`config.mk`:
```
export PLATFORM = sky130hd
export DESIGN_NAME = xmem_zone_ctrl
export DESIGN_NICKNAME = d
export VERILOG_FILES = /design/src/rtl/xmz_pkg.sv /design/src/rtl/xmz_decode.sv /design/src/rtl/xmz_seq.sv /design/src/rtl/xmem_zone_ctrl.sv
export SDC_FILE = /design/constraint.sdc
export NUM_CORES = 1
export LEC_CHECK = 0
export BUFFER_PORTS_ARGS = -buffer_cell sky130_fd_sc_hd__buf_2
export CAP_MARGIN = 15
export CORE_ASPECT_RATIO = 0.6
export CORE_MARGIN = 2
export CORE_UTILIZATION = 42
export CTS_CLUSTER_SIZE = 30
export DETAILED_ROUTE_END_ITERATION = 10
export PLACE_DENSITY_LB_ADDON = 0.1
export SLEW_MARGIN = 20
export SYNTH_ARGS = -nofsm -noshare
export SYNTH_HDL_FRONTEND = slang
export SYNTH_HIERARCHICAL = 1
export SYNTH_SLANG_ARGS = --single-unit
```
`constraint.sdc`:
```
create_clock -name clk_i -period 4.15 [get_ports clk_i]
set_input_delay 0.415 -clock clk_i [delete_from_list [all_inputs] [get_ports clk_i]]
set_output_delay 0.415 -clock clk_i [all_outputs]
set_load 0.01 [all_outputs]
```
`src/rtl/xmz_pkg.sv`:
```
package xmz_pkg;

    parameter int XMZ_NZ  = 5;   // number of zone slots
    parameter int XMZ_TCW = 4;   // width of every phase count

    typedef enum logic [1:0] {
        ST_IDLE  = 2'd0,
        ST_LEAD  = 2'd1,
        ST_ACT   = 2'd2,
        ST_TRAIL = 2'd3
    } seq_state_e;

    typedef enum logic [1:0] {
        PIN_NONE = 2'd0,
        PIN_01   = 2'd1,
        PIN_2    = 2'd2,
        PIN_67   = 2'd3
    } cs_pin_e;

    typedef struct packed {
        logic [XMZ_TCW-1:0] setup;
        logic [XMZ_TCW-1:0] waitc;
        logic [XMZ_TCW-1:0] hold;
        logic               rdy_en;
    } zone_tim_t;

    // first word of each zone slot
    function automatic logic [31:0] zone_base(input int z);
        case (z)
            0:       return 32'h0000_2000;
            1:       return 32'h0000_4000;
            2:       return 32'h0008_0000;
            3:       return 32'h0010_0000;
            default: return 32'h003F_C000;
        endcase
    endfunction

    // number of words in each zone slot
    function automatic logic [31:0] zone_words(input int z);
        case (z)
            0, 1:    return 32'h0000_2000;
            2, 3:    return 32'h0008_0000;
            default: return 32'h0000_4000;
        endcase
    endfunction

    // which select pin a zone slot drives
    function automatic cs_pin_e zone_pin(input int z);
        case (z)
            0, 1:    return PIN_01;
            2:       return PIN_2;
            default: return PIN_67;
        endcase
    endfunction

endpackage

```
`src/rtl/xmz_decode.sv`:
```
module xmz_decode
    import xmz_pkg::*;
#(
    parameter int IAW = 22,
    parameter int NZ  = XMZ_NZ,
    localparam int ZIW = $clog2(NZ)
) (
    input  logic [IAW-1:0] addr_i,
    input  logic           z7_en_i,
    output logic           hit_o,
    output logic [ZIW-1:0] zone_o,
    output cs_pin_e        pin_o
);
    logic [NZ-1:0] in_win;
    logic [31:0]   addr_w;

    assign addr_w = 32'(addr_i);

    for (genvar z = 0; z < NZ; z++) begin : g_win
        logic enabled;
        if (z == NZ - 1) begin : g_mode
            assign enabled = z7_en_i;
        end else begin : g_fixed
            assign enabled = 1'b1;
        end
        assign in_win[z] = enabled && (addr_w >= zone_base(z)) &&
                           (addr_w < zone_base(z) + zone_words(z));
    end

    always_comb begin
        hit_o  = 1'b0;
        zone_o = '0;
        pin_o  = PIN_NONE;
        for (int z = 0; z < NZ; z++) begin
            if (in_win[z] && !hit_o) begin
                hit_o  = 1'b1;
                zone_o = ZIW'(z);
                pin_o  = zone_pin(z);
            end
        end
    end
endmodule

```
`src/rtl/xmz_seq.sv`:
```
module xmz_seq
    import xmz_pkg::*;
(
    input  logic       clk_i,
    input  logic       rst_i,
    input  logic       req_i,
    input  logic       hit_i,
    input  zone_tim_t  tim_i,
    input  logic       xrdy_i,
    output seq_state_e state_o,
    output logic       accept_o,
    output logic       capture_o,
    output logic       done_o,
    output logic       err_o
);
    seq_state_e         st_q;
    zone_tim_t          tim_q;
    logic [XMZ_TCW-1:0] cnt_q;
    logic               stall;

    assign state_o   = st_q;
    assign accept_o  = (st_q == ST_IDLE) && req_i && hit_i;
    assign stall     = tim_q.rdy_en && !xrdy_i;
    assign capture_o = (st_q == ST_ACT) && (cnt_q == '0) && !stall;

    always_ff @(posedge clk_i) begin
        if (rst_i) begin
            st_q   <= ST_IDLE;
            cnt_q  <= '0;
            tim_q  <= '0;
            done_o <= 1'b0;
            err_o  <= 1'b0;
        end else begin
            done_o <= 1'b0;
            err_o  <= 1'b0;
            case (st_q)
                ST_IDLE: begin
                    if (req_i) begin
                        if (hit_i) begin
                            st_q  <= ST_LEAD;
                            tim_q <= tim_i;
                            cnt_q <= tim_i.setup;
                        end else begin
                            done_o <= 1'b1;
                            err_o  <= 1'b1;
                        end
                    end
                end
                ST_LEAD: begin
                    if (cnt_q == '0) begin
                        st_q  <= ST_ACT;
                        cnt_q <= tim_q.waitc;
                    end else begin
                        cnt_q <= cnt_q - 1'b1;
                    end
                end
                ST_ACT: begin
                    if (cnt_q != '0) begin
                        cnt_q <= cnt_q - 1'b1;
                    end else if (!stall) begin
                        st_q  <= ST_TRAIL;
                        cnt_q <= tim_q.hold;
                    end
                end
                default: begin
                    if (cnt_q == '0) begin
                        st_q   <= ST_IDLE;
                        done_o <= 1'b1;
                    end else begin
                        cnt_q <= cnt_q - 1'b1;
                    end
                end
            endcase
        end
    end
endmodule

```
`src/rtl/xmem_zone_ctrl.sv`:
```
module xmem_zone_ctrl
    import xmz_pkg::*;
#(
    parameter int IAW = 22,
    parameter int XAW = 19,
    parameter int DW  = 16,
    localparam int NZ  = XMZ_NZ,
    localparam int TCW = XMZ_TCW,
    localparam int ZIW = $clog2(NZ)
) (
    input  logic              clk_i,
    input  logic              rst_i,
    input  logic              req_i,
    input  logic              req_we_i,
    input  logic [IAW-1:0]    req_addr_i,
    input  logic [DW-1:0]     req_wdata_i,
    output logic              rsp_done_o,
    output logic              rsp_err_o,
    output logic [DW-1:0]     rsp_rdata_o,
    input  logic              mode_pin_i,
    input  logic              cfg_z7_en_i,
    input  logic [NZ*TCW-1:0] cfg_setup_i,
    input  logic [NZ*TCW-1:0] cfg_wait_i,
    input  logic [NZ*TCW-1:0] cfg_hold_i,
    input  logic [NZ-1:0]     cfg_rdy_en_i,
    output logic [XAW-1:0]    xa_o,
    output logic [DW-1:0]     xd_o,
    output logic              xd_oe_o,
    input  logic [DW-1:0]     xd_i,
    output logic              xrd_n_o,
    output logic              xwe_n_o,
    output logic              xrnw_o,
    input  logic              xrdy_i,
    output logic              cs01_n_o,
    output logic              cs2_n_o,
    output logic              cs67_n_o
);
    logic           hit;
    logic [ZIW-1:0] zone;
    cs_pin_e        pin;
    zone_tim_t      sel_tim;
    seq_state_e     st;
    logic           accept, capture, busy;

    logic [XAW-1:0] addr_q;
    logic [DW-1:0]  wdata_q, rdata_q;
    logic           we_q;
    cs_pin_e        pin_q;

    xmz_decode #(.IAW(IAW), .NZ(NZ)) dec_i (
        .addr_i  (req_addr_i),
        .z7_en_i (mode_pin_i & cfg_z7_en_i),
        .hit_o   (hit),
        .zone_o  (zone),
        .pin_o   (pin)
    );

    always_comb begin
        sel_tim = '0;
        for (int z = 0; z < NZ; z++) begin
            if (zone == ZIW'(z)) begin
                sel_tim.setup  = cfg_setup_i[z*TCW +: TCW];
                sel_tim.waitc  = cfg_wait_i[z*TCW +: TCW];
                sel_tim.hold   = cfg_hold_i[z*TCW +: TCW];
                sel_tim.rdy_en = cfg_rdy_en_i[z];
            end
        end
    end

    xmz_seq seq_i (
        .clk_i     (clk_i),
        .rst_i     (rst_i),
        .req_i     (req_i),
        .hit_i     (hit),
        .tim_i     (sel_tim),
        .xrdy_i    (xrdy_i),
        .state_o   (st),
        .accept_o  (accept),
        .capture_o (capture),
        .done_o    (rsp_done_o),
        .err_o     (rsp_err_o)
    );

    always_ff @(posedge clk_i) begin
        if (rst_i) begin
            addr_q  <= '0;
            wdata_q <= '0;
            rdata_q <= '0;
            we_q    <= 1'b0;
            pin_q   <= PIN_NONE;
        end else begin
            if (accept) begin
                addr_q  <= req_addr_i[XAW-1:0];
                wdata_q <= req_wdata_i;
                we_q    <= req_we_i;
                pin_q   <= pin;
            end
            if (capture && !we_q) begin
                rdata_q <= xd_i;
            end
        end
    end

    assign busy        = (st != ST_IDLE);
    assign rsp_rdata_o = rdata_q;
    assign xa_o        = addr_q;
    assign xd_o        = wdata_q;
    assign xd_oe_o     = busy && we_q;
    assign xrnw_o      = !(busy && we_q);
    assign xrd_n_o     = !((st == ST_ACT) && !we_q);
    assign xwe_n_o     = !((st == ST_ACT) && we_q);
    assign cs01_n_o    = !(busy && (pin_q == PIN_01));
    assign cs2_n_o     = !(busy && (pin_q == PIN_2));
    assign cs67_n_o    = !(busy && (pin_q == PIN_67));
endmodule

```
After elaboration in Yosys (flattened, before gate mapping)
Index checks and enable logic that the tools add are counted.
{ "word_totals": {"ff_bits": 71, "in_bits": 126, "word_cells": 124} }
{ "op_classes": {"addsub": 1, "n_lt_le_gt_ge": 10, "n_eq_ne": 16, "mux": 37, "bitwise": 2, "reduce_logical": 46} }
{ "op_table": {"columns": ["cell", "n"], "rows": [
  ["13-bit two-way mux", 5],
  ["22-bit by 15-bit less-than comparator with 1-bit output, second input constant", 2],
  ["22-bit by 21-bit less-than comparator with 1-bit output, second input constant", 2],
  ["2-bit two-way mux", 12],
  ["4-bit two-way mux", 6],
  ["22-bit by 23-bit less-than comparator with 1-bit output, second input constant", 1],
  ["22-bit by 14-bit greater-or-equal comparator with 1-bit output, second input constant", 1],
  ["22-bit by 15-bit greater-or-equal comparator with 1-bit output, second input constant", 1],
  ["22-bit by 20-bit greater-or-equal comparator with 1-bit output, second input constant", 1],
  ["22-bit by 21-bit greater-or-equal comparator with 1-bit output, second input constant", 1],
  ["22-bit greater-or-equal comparator, second input constant", 1],
  ["1-bit logical AND", 22],
  ["1-bit logical NOT", 13],
  ["4-bit case mux with 3 select lines", 1],
  ["1-bit two-way mux", 10],
  ["2-bit == test, second input constant", 3],
  ["3-bit by 2-bit == test with 1-bit output, second input constant", 2],
  ["2-bit inequality test, second input constant", 3],
  ["2-bit case mux with 3 select lines", 1],
  ["6-bit AND reduction", 1],
  ["2-bit by 1-bit == test with 1-bit output, second input constant", 2],
  ["4-bit logical NOT", 1],
  ["2-bit by 1-bit inequality test with 1-bit output, second input constant", 2],
  ["4-bit by 3-bit inequality test with 1-bit output, second input constant", 1],
  ["other kinds (16)", 17]
]} }

Longest topological paths before layout
{ "logic_depth": {"ltp_word": 24, "ltp_mapped": 12, "depth_no_buf": 10} }

Modules after synthesis
The synthesis kept the hierarchy.
{ "by_module_without_submodules": {"columns": ["mod", "instances", "cells_each", "area_per_inst_um2", "seq_area_each_um2"], "rows": [
  ["xmem_zone_ctrl", 1, 288, 2568.7, 1081.0],
  ["xmz_seq", 1, 117, 939.7, 340.3],
  ["xmz_decode", 1, 17, 111.4, 0.0]
]} }

Worst setup path after synthesis
Ideal clock, no wire load.
{ "synth_timing": {"kind": "input to register", "startpoint": "in mode_pin_i", "endpoint": "reg pin_q[0]", "setup_time_ns": 0.128, "arrival_ns": 2.259, "required_ns": 4.022, "setup_slack_ns": 1.764, "path_stages": 10, "path_cell_list": "and2_1 -> nand3_1 -> nor3_2 -> or3b_1 -> nand3_1 -> clkinv_1 -> buf_2 -> buf_4 -> mux2i_1 -> nor2_1"} }
{ "synth_via": {"elab_chain_cells": 6, "word_cells_on_any_way": 7} }
{ "synth_rtl": {"columns": ["element", "line_no", "rtl"], "rows": [
  ["from (decl)", "xmem_zone_ctrl.sv:20", "input logic mode_pin_i,"],
  ["1-bit bitwise AND", "xmem_zone_ctrl.sv:52", ".z7_en_i (mode_pin_i & cfg_z7_en_i),"],
  ["1-bit logical AND (2 in series)", "xmz_decode.sv:26", "assign in_win[z] = enabled && (addr_w >= zone_base(z)) &&"],
  ["1-bit logical AND", "xmz_decode.sv:35", "if (in_win[z] && !hit_o) begin"],
  ["1-bit two-way mux", "xmz_decode.sv:35", null],
  ["net hit", "xmem_zone_ctrl.sv:38", "logic hit;"],
  ["1-bit logical AND", "xmz_seq.sv:22", "assign accept_o = (st_q == ST_IDLE) && req_i && hit_i;"],
  ["net accept", "xmem_zone_ctrl.sv:43", "logic accept, capture, busy;"],
  ["to (signal assigned)", "xmem_zone_ctrl.sv:96", "pin_q <= pin;"],
  ["to (decl)", "xmem_zone_ctrl.sv:48", "cs_pin_e pin_q;"]
]} }
The timed path passes the listed nets, and every way through them passes these cells.
A chain may end at the register's enable or synchronous reset.

==> flow_summary.json <==
{
  "ir_drop_mv": 0.246,
  "finalMaxSlewViolations": 0,
  "maxCapViolCount": 0,
  "grt_max_degree": 54,
  "vias": 3566,
  "grt_pass1_wl_um": 16000,
  "worst_ep_arrival_time_ns": 2.73,
  "synth_flop_cell": "dfxtp_1",
  "die-area_sq_mm": 0.00940,
  "synth-seq-cells": 71,
  "synth_cell_type_count": 55,
  "rsz0062_at_grt": "no",
  "outcome": "finished, final reports clean",
  "tightest_slew_ns": 1.08,
  "drive_gt1_share_pct": 37.2,
  "clk_latency_ns": 0.33,
  "wirelength_um": 9760,
  "netlist_instances": 422,
  "cts.sink_count": 71,
  "port_buffers": 185,
  "grt_pass1_vias": 3439,
  "cts_resized": 0,
  "power.leakage_nw": 2.19,
  "period_minus_slack_ns": 2.53,
  "syn2layout_area_growth_pct": 35.6,
  "initialDrtViolationCount": 189,
  "drc_errors": 0,
  "layout.nets": 725,
  "async_flop_share_pct": 0,
  "start_kind": "input pin",
  "cts.path.max_buffers": 2,
  "required_ns": 4.34,
  "critPathMaxFanout": 24,
  "antenna_found_initial": 0,
  "fmax_ghz": 0.395,
  "highest_layer": "met4",
  "ant_nets": 0,
  "crit_path_end_kind": "flop",
  "finalSetupViolations": 0,
  "crit_path_frequent_cell": "nand2_1",
  "fillers": 780,
  "timing.slew.headroom_pct": 27.8,
  "gp_congestion": 0.808,
  "wl_met3_um": 797,
  "pin_count": 186,
  "power_density_mw_per_mm2": 483,
  "synth-edff-count": 0,
  "finalCritPeriodShare_pct": 61.0,
  "track_usage_pct": 21.5,
  "rows": 26,
  "crit_slowest_cell": "nand2_1",
  "cts_root_buf": "clkbuf_16",
  "cts_hold_buf": 0,
  "synth-seq-area-share_pct": 39.3,
  "power.total_mw": 2.37,
  "timing.final.hold_violations": 0,
  "dr.pass1.iters": 4,
  "hpwl_um": 7330,
  "htreeDepth": 3,
  "die_w_um": 124,
  "die_y_um": 75.9,
  "diodes": 0,
  "cp_slowest_stage_delay_ns": 0.45,
  "synth_area_sq_mm": 0.00362,
  "wl_per_cell_um": 13.7,
  "cp_cell_sequence": "buf_2, nor4_2, nand4b_1, nand2_1, buf_4, mux2_2, a222oi_1, nand2_1, nand2_1, a21oi_1",
  "fin_worst_skew_ns": 0.00483,
  "tns_ns": 0,
  "cts_buffers": 9,
  "cts_setup_buffers": 0,
  "coreArea_sq_mm": 0.00843,
  "yosysWarnings": 6,
  "worstSetupPathType": "input pin to flop",
  "wl_met2_um": 4480,
  "initial_core_util_pct": 43.0,
  "clk_transition_reported_paths_ns": 0.06,
  "cts_tree": "yes",
  "met1_length_um": 4340,
  "syn_nets": 553,
  "grt-ovfl-total": 0,
  "holdCritPathClass": "input pin to flop",
  "postSynthAreaPerCell_sq_um": 8.58,
  "via_per_inst": 5.02
}
## routing by layer
layer	vias to the layer above	track usage (%)
met5	-	0
met2	116	34.5
li1	1808	-
met3	15	6.63
met1	1627	27.5
met4	0	6.48
## metrics by stage
step / setup slack [ns] / hold WS [ns] / instance area (sq um) / util, % / cells
3_5_place_dp: 1.28 / 0.447 / 4590 / 54.4 / 695
2_1_floorplan: 1.76 / 0.436 / 3620 / - / 422
5_1_grt: 1.35 / 0.323 / 4910 / 58.3 / 711
6_report: 1.62 / 0.320 / 4910 / 58.3 / 711
3_3_place_gp: 1.32 / 0.439 / 4590 / 54.4 / 695
4_1_cts: 1.63 / 0.311 / 4910 / 58.3 / 711
## cell families after synthesis
group | Yosys count | share of synthesized area (%)
xor gates and xnor gates | 2 | 0.484
adders and majority gates | 5 | 1.73
DFF | 71 | 39.3
AOI/OAI and AO/OA | 77 | 13.6
muxes | 60 | 16.9
and+or+nand+nor | 170 | 22.8
buffers and inverters | 37 | 5.15
## cells in the final DEF, fill, tap and decap left out, types with 4 or more instances in the layout
master and n:
a22oi_1 4, nor3_1 7, ha_1 5, clkbuf_16 9
a21oi_1 30, o21ai_0 16, dfxtp_1 71, o21a_1 8
nor2b_1 5, buf_2 185, a222oi_1 5, nand3b_1 11
nor2_1 43, mux2i_1 53, nand2_1 72, nand3_1 4
inv_1 7, mux2_2 6, buf_4 4
## critical path, delay by kind of cell
family | cells | cell delay (ns)
AOI/OAI and AO/OA | 2 | 0.35
muxes | 1 | 0.37
and+or+nand+nor | 5 | 1.08
buffers and inverters | 2 | 0.49
## power breakdown
group          switching (mW)  total, mW  internal (mW)  leakage, nW
Clock                   0.283      0.825          0.542        0.156
Sequential             0.0587      0.818          0.759        0.576
Combinational           0.405      0.728          0.324         1.46
Total                   0.746       2.37           1.63         2.19
## worst paths after layout
| path | depth (start not counted) | startpoint | slack (ns) | to |
|---|---|---|---|---|
| worst max-delay path | 10 | req_addr_i[15] | 1.62 | seq_i/tim_q[5] |
| worst min-delay path | 3 | xd_i[11] | 0.32 | rsp_rdata_o[11] |
| worst max register to register | 7 | seq_i/cnt_q[0] | 1.64 | rsp_rdata_o[3] |
| worst min register to register | 2 | rsp_rdata_o[15] | 0.45 | rsp_rdata_o[15] |
## layout make-up
type                    instances  area, sq um  share of cell area [%]
clock buffers                  11          243                    4.94
multi-input cells             314         2020                    41.1
repair buffers                190          976                    19.9
inverters                       8         30.0                   0.612
flip-flops and latches         71         1420                    28.9
well taps                     112          140                    2.85
clock inverters                 5         81.3                    1.66
## cells in the mapped netlist (all sizes together) (5+ instances only)
library cell  count  area [sq um]
mux2i            53           531
dfxtp            71          1420
nand2            72           270
ha                5          62.6
a222oi            5          50.1
nor3              8          45.0
nor2             43           161
nand3b           11          82.6
o21a              8          60.1
clkbuf           16          62.6
inv               7          26.3
a21oi            30           150
nor2b             5          31.3
mux2              7          82.6
o21ai            17          85.1
buf              13          93.8
## sequential cells by signal, indices dropped and copies added (netlist names)
register / flops
we_q: 1
seq_i/tim_q: 9
xa_o: 19
seq_i/state_o: 2
seq_i/done_o: 1
rsp_rdata_o: 16
pin_q: 2
seq_i/err_o: 1
xd_o: 16
seq_i/cnt_q: 4
Note: power is estimated with default switching activity, not from simulation.
